$ cat config.mk
export PLATFORM = sky130hd
export DESIGN_NAME = buddy_alloc_top
export DESIGN_NICKNAME = d
export VERILOG_FILES = /design/src/rtl/buddy_alloc_pkg.sv /design/src/rtl/buddy_roundup.sv /design/src/rtl/buddy_locator.sv /design/src/rtl/buddy_marker.sv /design/src/rtl/buddy_alloc_top.sv
export SDC_FILE = /design/constraint.sdc
export NUM_CORES = 1
export LEC_CHECK = 0
export BUFFER_PORTS_ARGS = -buffer_cell sky130_fd_sc_hd__buf_2
export CELL_PAD_IN_SITES_DETAIL_PLACEMENT = 1
export CELL_PAD_IN_SITES_GLOBAL_PLACEMENT = 1
export CORE_ASPECT_RATIO = 2
export CORE_UTILIZATION = 48
export DETAILED_ROUTE_END_ITERATION = 10
export GPL_ROUTABILITY_DRIVEN = 1
export PLACE_DENSITY = 0.88
export SYNTH_ARGS = -nofsm -noshare
export SYNTH_HDL_FRONTEND = slang
export SYNTH_HIERARCHICAL = 1
export SYNTH_SLANG_ARGS = --single-unit
$ cat constraint.sdc
create_clock -name clk -period 12.23 [get_ports clk]
set_clock_uncertainty 0.1 [all_clocks]
set_input_delay 2.446 -clock clk [delete_from_list [all_inputs] [get_ports clk]]
set_output_delay 2.446 -clock clk [all_outputs]
set_load 0.03 [all_outputs]
$ cat src/rtl/buddy_alloc_pkg.sv
package buddy_alloc_pkg;
  typedef enum logic {
    OP_ALLOC = 1'b0,
    OP_FREE  = 1'b1
  } alloc_op_e;
endpackage

$ cat src/rtl/buddy_roundup.sv
// Slice chain from the MSB: the first set bit seen with no feedback yet is
// the decision slice; ones below it push the result one bit higher.
module buddy_roundup #(
  parameter int SW = 9,
  parameter int LW = $clog2(SW + 1)
) (
  input  logic [SW-1:0] value,
  output logic [LW-1:0] level
);
  logic [SW:0] pow;

  always_comb begin
    logic fb;
    logic below;
    fb    = 1'b0;
    below = 1'b0;
    pow   = '0;
    for (int i = SW - 1; i >= 0; i--) begin
      if (value[i] && !fb) begin
        below = |(value & ((SW'(1) << i) - SW'(1)));
        if (below) pow[i+1] = 1'b1;
        else       pow[i]   = 1'b1;
      end
      fb = fb | value[i];
    end
    level = '0;
    for (int i = 0; i <= SW; i++) begin
      if (pow[i]) level = LW'(i);
    end
  end

  always_comb begin
    AST_POW2_ONEHOT: assert ($onehot0(pow)) else $error("round-up not a power of two");
    AST_POW2_COVERS: assert ((value == '0) || ({1'b0, value} <= pow)) else $error("round-up below input");
  end
endmodule

$ cat src/rtl/buddy_locator.sv
// Occupancy pyramid: each level ORs pairs of the level below; the chosen level
// is priority-scanned for its lowest clear entry.
module buddy_locator #(
  parameter int NCELLS = 256,
  parameter int AW     = $clog2(NCELLS),
  parameter int LW     = 4
) (
  input  logic [NCELLS-1:0] map,
  input  logic [LW-1:0]     level,
  output logic              found,
  output logic [AW-1:0]     addr
);
  logic [AW:0][NCELLS-1:0] occ;

  assign occ[0] = map;

  for (genvar l = 1; l <= AW; l++) begin : g_lvl
    for (genvar j = 0; j < NCELLS; j++) begin : g_node
      if (j < (NCELLS >> l)) begin : g_live
        assign occ[l][j] = occ[l-1][2*j] | occ[l-1][2*j+1];
      end else begin : g_pad
        assign occ[l][j] = 1'b1;
      end
    end
  end

  logic [NCELLS-1:0] sel;
  logic [AW-1:0]     idx;

  always_comb begin
    if (int'(level) <= AW) sel = occ[level];
    else                   sel = '1;
    found = 1'b0;
    idx   = '0;
    for (int j = NCELLS - 1; j >= 0; j--) begin
      if (!sel[j]) begin
        found = 1'b1;
        idx   = AW'(j);
      end
    end
    addr = AW'(idx << level);
  end
endmodule

$ cat src/rtl/buddy_marker.sv
// Range decoder: one bit per cell, set for cells in [start, start+len).
module buddy_marker #(
  parameter int NCELLS = 256,
  parameter int AW     = $clog2(NCELLS),
  parameter int SW     = AW + 1
) (
  input  logic [AW-1:0]     start,
  input  logic [SW-1:0]     len,
  output logic [NCELLS-1:0] mask
);
  always_comb begin
    for (int i = 0; i < NCELLS; i++) begin
      mask[i] = (i >= int'(start)) && (i < int'(start) + int'(len));
    end
  end
endmodule

$ cat src/rtl/buddy_alloc_top.sv
module buddy_alloc_top #(
  parameter int NCELLS = 256,
  parameter int AW     = $clog2(NCELLS),
  parameter int SW     = AW + 1
) (
  input  logic          clk,
  input  logic          rst_n,
  input  logic          cmd_valid,
  output logic          cmd_ready,
  input  logic          cmd_op,
  input  logic [SW-1:0] cmd_size,
  input  logic [AW-1:0] cmd_addr,
  output logic          rsp_valid,
  input  logic          rsp_ready,
  output logic          rsp_fail,
  output logic [AW-1:0] rsp_addr
);
  import buddy_alloc_pkg::*;

  localparam int LW = $clog2(SW + 1);

  logic [NCELLS-1:0] map_q;
  logic [LW-1:0]     lvl;
  logic              loc_found;
  logic [AW-1:0]     loc_addr;
  logic [AW-1:0]     mark_start;
  logic [NCELLS-1:0] mark_mask;
  logic              fire, is_alloc, size_ok, alloc_ok;
  alloc_op_e         op;

  assign op        = alloc_op_e'(cmd_op);
  assign is_alloc  = (op == OP_ALLOC);
  assign cmd_ready = !rsp_valid || rsp_ready;
  assign fire      = cmd_valid && cmd_ready;

  buddy_roundup #(.SW(SW), .LW(LW)) u_round (
    .value (cmd_size),
    .level (lvl)
  );

  buddy_locator #(.NCELLS(NCELLS), .AW(AW), .LW(LW)) u_loc (
    .map   (map_q),
    .level (lvl),
    .found (loc_found),
    .addr  (loc_addr)
  );

  assign mark_start = is_alloc ? loc_addr : cmd_addr;

  buddy_marker #(.NCELLS(NCELLS), .AW(AW), .SW(SW)) u_mark (
    .start (mark_start),
    .len   (cmd_size),
    .mask  (mark_mask)
  );

  assign size_ok  = (cmd_size != '0) && (int'(lvl) <= AW);
  assign alloc_ok = size_ok && loc_found;

  always_ff @(posedge clk) begin
    if (!rst_n) begin
      map_q     <= '0;
      rsp_valid <= 1'b0;
      rsp_fail  <= 1'b0;
      rsp_addr  <= '0;
    end else begin
      if (rsp_valid && rsp_ready) rsp_valid <= 1'b0;
      if (fire) begin
        rsp_valid <= 1'b1;
        if (is_alloc) begin
          rsp_fail <= !alloc_ok;
          rsp_addr <= alloc_ok ? loc_addr : '0;
          if (alloc_ok) map_q <= map_q | mark_mask;
        end else begin
          rsp_fail <= 1'b0;
          rsp_addr <= cmd_addr;
          map_q    <= map_q & ~mark_mask;
        end
      end
    end
  end

  AST_RSP_HELD: assert property (@(posedge clk) disable iff (!rst_n)
    (rsp_valid && !rsp_ready) |=> (rsp_valid && $stable(rsp_fail) && $stable(rsp_addr))) else $error("response changed under back-pressure");
  AST_ALIGNED: assert property (@(posedge clk) disable iff (!rst_n)
    (fire && is_alloc && alloc_ok) |-> ((loc_addr & ((AW'(1) << lvl) - AW'(1))) == '0)) else $error("unaligned block");
  AST_TARGET_FREE: assert property (@(posedge clk) disable iff (!rst_n)
    (fire && is_alloc && alloc_ok) |-> ((map_q & mark_mask) == '0)) else $error("allocated over used cells");
  AST_MARK_COUNT: assert property (@(posedge clk) disable iff (!rst_n)
    (fire && is_alloc && alloc_ok) |=> ($countones(map_q) == $past($countones(map_q)) + int'($past(cmd_size)))) else $error("wrong count marked");
  AST_FAIL_KEEPS_MAP: assert property (@(posedge clk) disable iff (!rst_n)
    (fire && is_alloc && !alloc_ok) |=> (map_q == $past(map_q))) else $error("failed alloc changed map");
  AST_BAD_SIZE_FAILS: assert property (@(posedge clk) disable iff (!rst_n)
    (fire && is_alloc && ((cmd_size == '0) || (int'(cmd_size) > NCELLS))) |=> (rsp_valid && rsp_fail)) else $error("bad size served");
endmodule

==> reports/metrics.cfg, run 1 <==
[clock_tree]
numCtsBuffers=28
holdBufCountCts=0
cts_setup_buffers=0
htree_levels=1
clockBufferDepth=3
cts_resized=0
clkSinkCount=266
cts_root_buffer=clkbuf_16

[global_route]
grt_util_all_layers=0.752
grt_pass1_vias=36300
grt_first_pass_wirelength_um=276000
grt_overflow=270
grt_max_degree=203

[yosys]
avgSynthCellArea_um2=7.08
synth_edf_count=0
synth_largest_area_cell=dfxtp_1
ys_seq_elements=266
async_flop_share=0
synthFlopType=dfxtp_1
synth_top_area_frac=0.229
yosysUniqueCellTypes=94
ys_seq_area_frac=0.229
syn_nets=3316
ys_warn_count=6
synthTopCellsByArea=dfxtp_1 (23%), a211oi_1 (13%), a31oi_1 (8.0%)
syn_area_mm2=0.0233
syn_inst=3285

[floorplan]
dieWidth_um=158
ios=33
num_rows=113
die_y_um=313
initial_core_util=0.488

[place]
dpl_worst_slack_ps=49.5
place_congestion=1.35
io_buffers=32
dp.final_hpwl_um=115000

[status]
tool.error=[ERROR GRT-0116] Global routing finished with congestion. Check the congestion regions in the DRC Viewer.
outcome=did not finish
lastStage=global routing

cell families after synthesis:
kind of cell | count (synthesis) | synth area share
simple gates | 1101 | 0.240
buf+inv | 359 | 0.0701
fa+ha+maj | 9 | 0.00516
compound gates | 1544 | 0.453
flops | 266 | 0.229
mux | 3 | 0.00183
xor+xnor | 3 | 0.00113
metrics by stage:
| step | cell area (µm²) | cells | hold WS (ps) | utilization |
|---|---|---|---|---|
| global placement | 25000 | 3874 | 356 | 0.525 |
| detailed placement | 25000 | 3874 | 361 | 0.525 |
| CTS | 26000 | 3926 | 379 | 0.546 |
| floorplan | 23300 | 3285 | 418 | - |
per-layer routing:
layer / overflow / GRT usage
met5: 1 / 0.212
met4: 106 / 0.735
met3: 8 / 0.574
met2: 151 / 0.919
met1: 4 / 0.771
cells in the mapped netlist (20+ instances only):
library cell    n
a211oi_1      413
a21o_1         27
a21oi_1       293
a221oi_1       75
a311oi_1       20
a31oi_1       297
buf_2          83
buf_4          34
clkbuf_1      168
dfxtp_1       266
inv_1          48
nand2_1       200
nand2b_1       35
nand3_1        50
nand4_1        73
nor2_1        343
nor3_1         88
nor3b_1        54
nor4_1        108
o211ai_1       36
o21a_1         26
o21ai_0       132
o31ai_1        28
o32ai_1        20
==> inputs of run 2 (changes only) <==
- CELL_PAD_IN_SITES_DETAIL_PLACEMENT: 1 -> unset
- CELL_PAD_IN_SITES_GLOBAL_PLACEMENT: 1 -> unset
- CORE_ASPECT_RATIO: 2 -> unset
- CORE_UTILIZATION: 48 -> 33
- PLACE_DENSITY: 0.88 -> unset
- PLACE_DENSITY_LB_ADDON: unset -> 0.15
==> run 2 against run 1 <==
Effect of this change:
- the flow now finishes without violations
- synthesized cell count unchanged
- area after synthesis unchanged
==> reports/metrics.cfg, run 2 <==
[yosys]
ys_seq_elements=266  ; unchanged
avgSynthCellArea_um2=7.08  ; unchanged
synthTopCellsByArea=dfxtp_1 (23%), a211oi_1 (13%), a31oi_1 (8.0%)  ; unchanged
synth_edf_count=0  ; unchanged
ys_warn_count=6  ; unchanged
synth_compound_area_frac=0.453  ; unchanged
yosys.area_share.simple=0.240  ; unchanged
syn_inst=3285  ; unchanged
synth_largest_area_cell=dfxtp_1  ; unchanged
yosys-top-cells-count=a211oi_1 (413), nor2_1 (343), a31oi_1 (297), a21oi_1 (293), dfxtp_1 (266)  ; unchanged
post-synth-top-count-cell=a211oi_1  ; unchanged
ys_seq_area_frac=0.229  ; unchanged
yosysUniqueCellTypes=94  ; unchanged
synth_top_area_frac=0.229  ; unchanged
syn_nets=3316  ; unchanged
yosys.area_share.adder=0.00516  ; unchanged
synth-xor-area-share=0.00113  ; unchanged
synth_top_family_by_area=compound AO/OA/AOI/OAI gates  ; unchanged
synthFlopType=dfxtp_1  ; unchanged
syn_area_mm2=0.0233  ; unchanged
async_flop_share=0  ; unchanged
synthMuxAreaShare=0.00183  ; unchanged

[clock_tree]
numCtsBuffers=37  ; was 28
insertion_delay_ps=590
clockBufferDepth=3  ; unchanged
cts_tree=done
cts_root_buffer=clkbuf_16  ; unchanged
htree_levels=2  ; was 1
clkSinkCount=266  ; unchanged
clk_pin_slew_ps=60

[route]
first_pass_iters=9
dr_total_vias=31400
drc=0
drtIter0Drc=5442
wl_per_cell_um=36.1
wirelength_um=155000
via_per_inst=7.28
antenna_left=0

[timing]
setup_tns_ps=0
setup_ws_ps=622
fmax_ghz=0.0861
layout_worst_path_cycle_share=0.949
hold-worst-slack_ps=383
setup_violations=0
drv_slew=0
tightest_slew_ps=1420
relSlewSlack=0.0432
period_needed_ps=11610
rsz0062_at_grt=false
finalHoldViolCount=0

[critical_path]
max_stage_delay_ps=1060
cp-end-kind=flop
crit_fanout=23
crit_path_top_delay_cell=nor2b_1
crit_path_start_kind=input pin
arrival_ps=11920
worstPathRequired_ps=12540
cp_common_cell=buf_4
worst-setup-path-type=input pin to flop

[flow_run]
drv_cap=0

[floorplan]
dieWidth_um=267  ; was 158 µm
num_rows=96  ; was 113
core_area_mm2=0.0692
die_y_um=267  ; was 313 µm
ios=33  ; unchanged
die_area_mm2=0.0716
initial_core_util=0.336  ; was 0.488

[pwr]
pwr_density_cell_mw_per_mm2=170
p_seq_frac=0.242
ir_drop_v=0.000107
p_sw_frac=0.487
combPwrFrac=0.495
netSwitchingPower_w=0.00225
p_clk_frac=0.263
intPower_w=0.00236
p_leak_nw=8.73

[global_route]
antenna_found_initial=3
grt_util_all_layers=0.422
grt_pass1_vias=28100
grt_overflow=0
grt_max_degree=178
grt_first_pass_wirelength_um=217000

[cells_and_area]
mostFrequentLayoutCell=a211oi_1
finalNonFillerCells=4310
area_growth_pct=16.5
final_cell_mix=a211oi_1 (412), nor2_1 (339), a31oi_1 (297), a21oi_1 (292), buf_4 (290)
drive_above_1_share=0.147
final_nets=3380

[place]
dp.final_hpwl_um=117000  ; was 115,000 µm
dp.cells=4241  ; was 3,874
dpl_worst_slack_ps=290  ; was 49.5 ps
place_congestion=1.11  ; was 1.35
io_buffers=32  ; unchanged

[status]
outcome=finished, final reports clean  ; was did not finish

[worst_hold_path]
hp-class=flop to flop

run 2: cell counts after synthesis:
Identical to the previous run, type by type.
run 2: power groups by stage:
stage / clock [W] / sequential (W) / combinational (W)
3_5_place_dp: 0 / 0.00112 / 0.00215
5_1_grt: 0.00126 / 0.00112 / 0.00232
3_3_place_gp: 0 / 0.00112 / 0.00215
6_report: 0.00121 / 0.00111 / 0.00228
4_1_cts: 0.00122 / 0.00110 / 0.00215
2_1_floorplan: 0 / 0.00105 / 0.00114
run 2: metrics by stage:
stage          cell area [µm²]  total power, W  utilization
2_1_floorplan            23300         0.00219            -
3_3_place_gp             25800         0.00327        0.372
3_5_place_dp             25800         0.00327        0.372
4_1_cts                  27100         0.00448        0.391
5_1_grt                  27100         0.00470        0.391
6_report                 27100         0.00461        0.392
run 2: cells by family (layout without fill, tap and decap cells):
logic type,count (synthesis),in the layout
buffers and inverters,359,451
adder cells (fa/ha/maj),9,9
multiplexers,3,3
XOR/XNOR,3,3
AND/OR/NAND/NOR,1101,1101
flip-flops,266,266
AO/OA/AOI/OAI,1544,1544
other,0,2
run 2: metal layers:
metal / vias to the layer above / share of wire / wire length [µm] / global-route usage
met5: - / 0.000077 / 12 / 0
met4: 2 / 0.079 / 12300 / 0.282
met3: 457 / 0.12 / 19000 / 0.114
met2: 2303 / 0.40 / 62100 / 0.596
met1: 15400 / 0.40 / 62000 / 0.557
li1: 13300 / - / - / -
run 2: final cells by class:
cell class | count | area, µm²
inverters | 51 | 199
clock inverters | 18 | 253
multi-input cells | 2660 | 16500
diodes | 2 | 5.00
clock buffers | 49 | 1060
flip-flops and latches | 266 | 5330
repair buffers | 333 | 2560
fillers | 7401 | 42100
well taps | 931 | 1160
run 2: path summary, 6_finish.rpt:
kind / start / endpoint / slack, ps / depth (start not counted)
worst min register to register: rsp_fail / rsp_fail / 380 / 2
worst min-delay path: rsp_fail / rsp_fail / 380 / 2
worst max-delay path: cmd_size[1] / flop / 620 / 33
worst max register to register: flop / flop / 3590 / 24
run 2: what timing repair did:
action / CTS / global route
setup buffers: 0 / 0
endpoints found under the setup margin: 0 / 5
hold buffers: 0 / 0
resized for setup: 0 / 2
run 2: critical path, delay by kind of cell:
kind | cells | cell delay, ps
adders and majority gates | 2 | 650
buffers and inverters | 7 | 1110
AOI/OAI and AO/OA | 16 | 4120
and+or+nand+nor | 8 | 3550
Power figures use the tool's default switching activity.
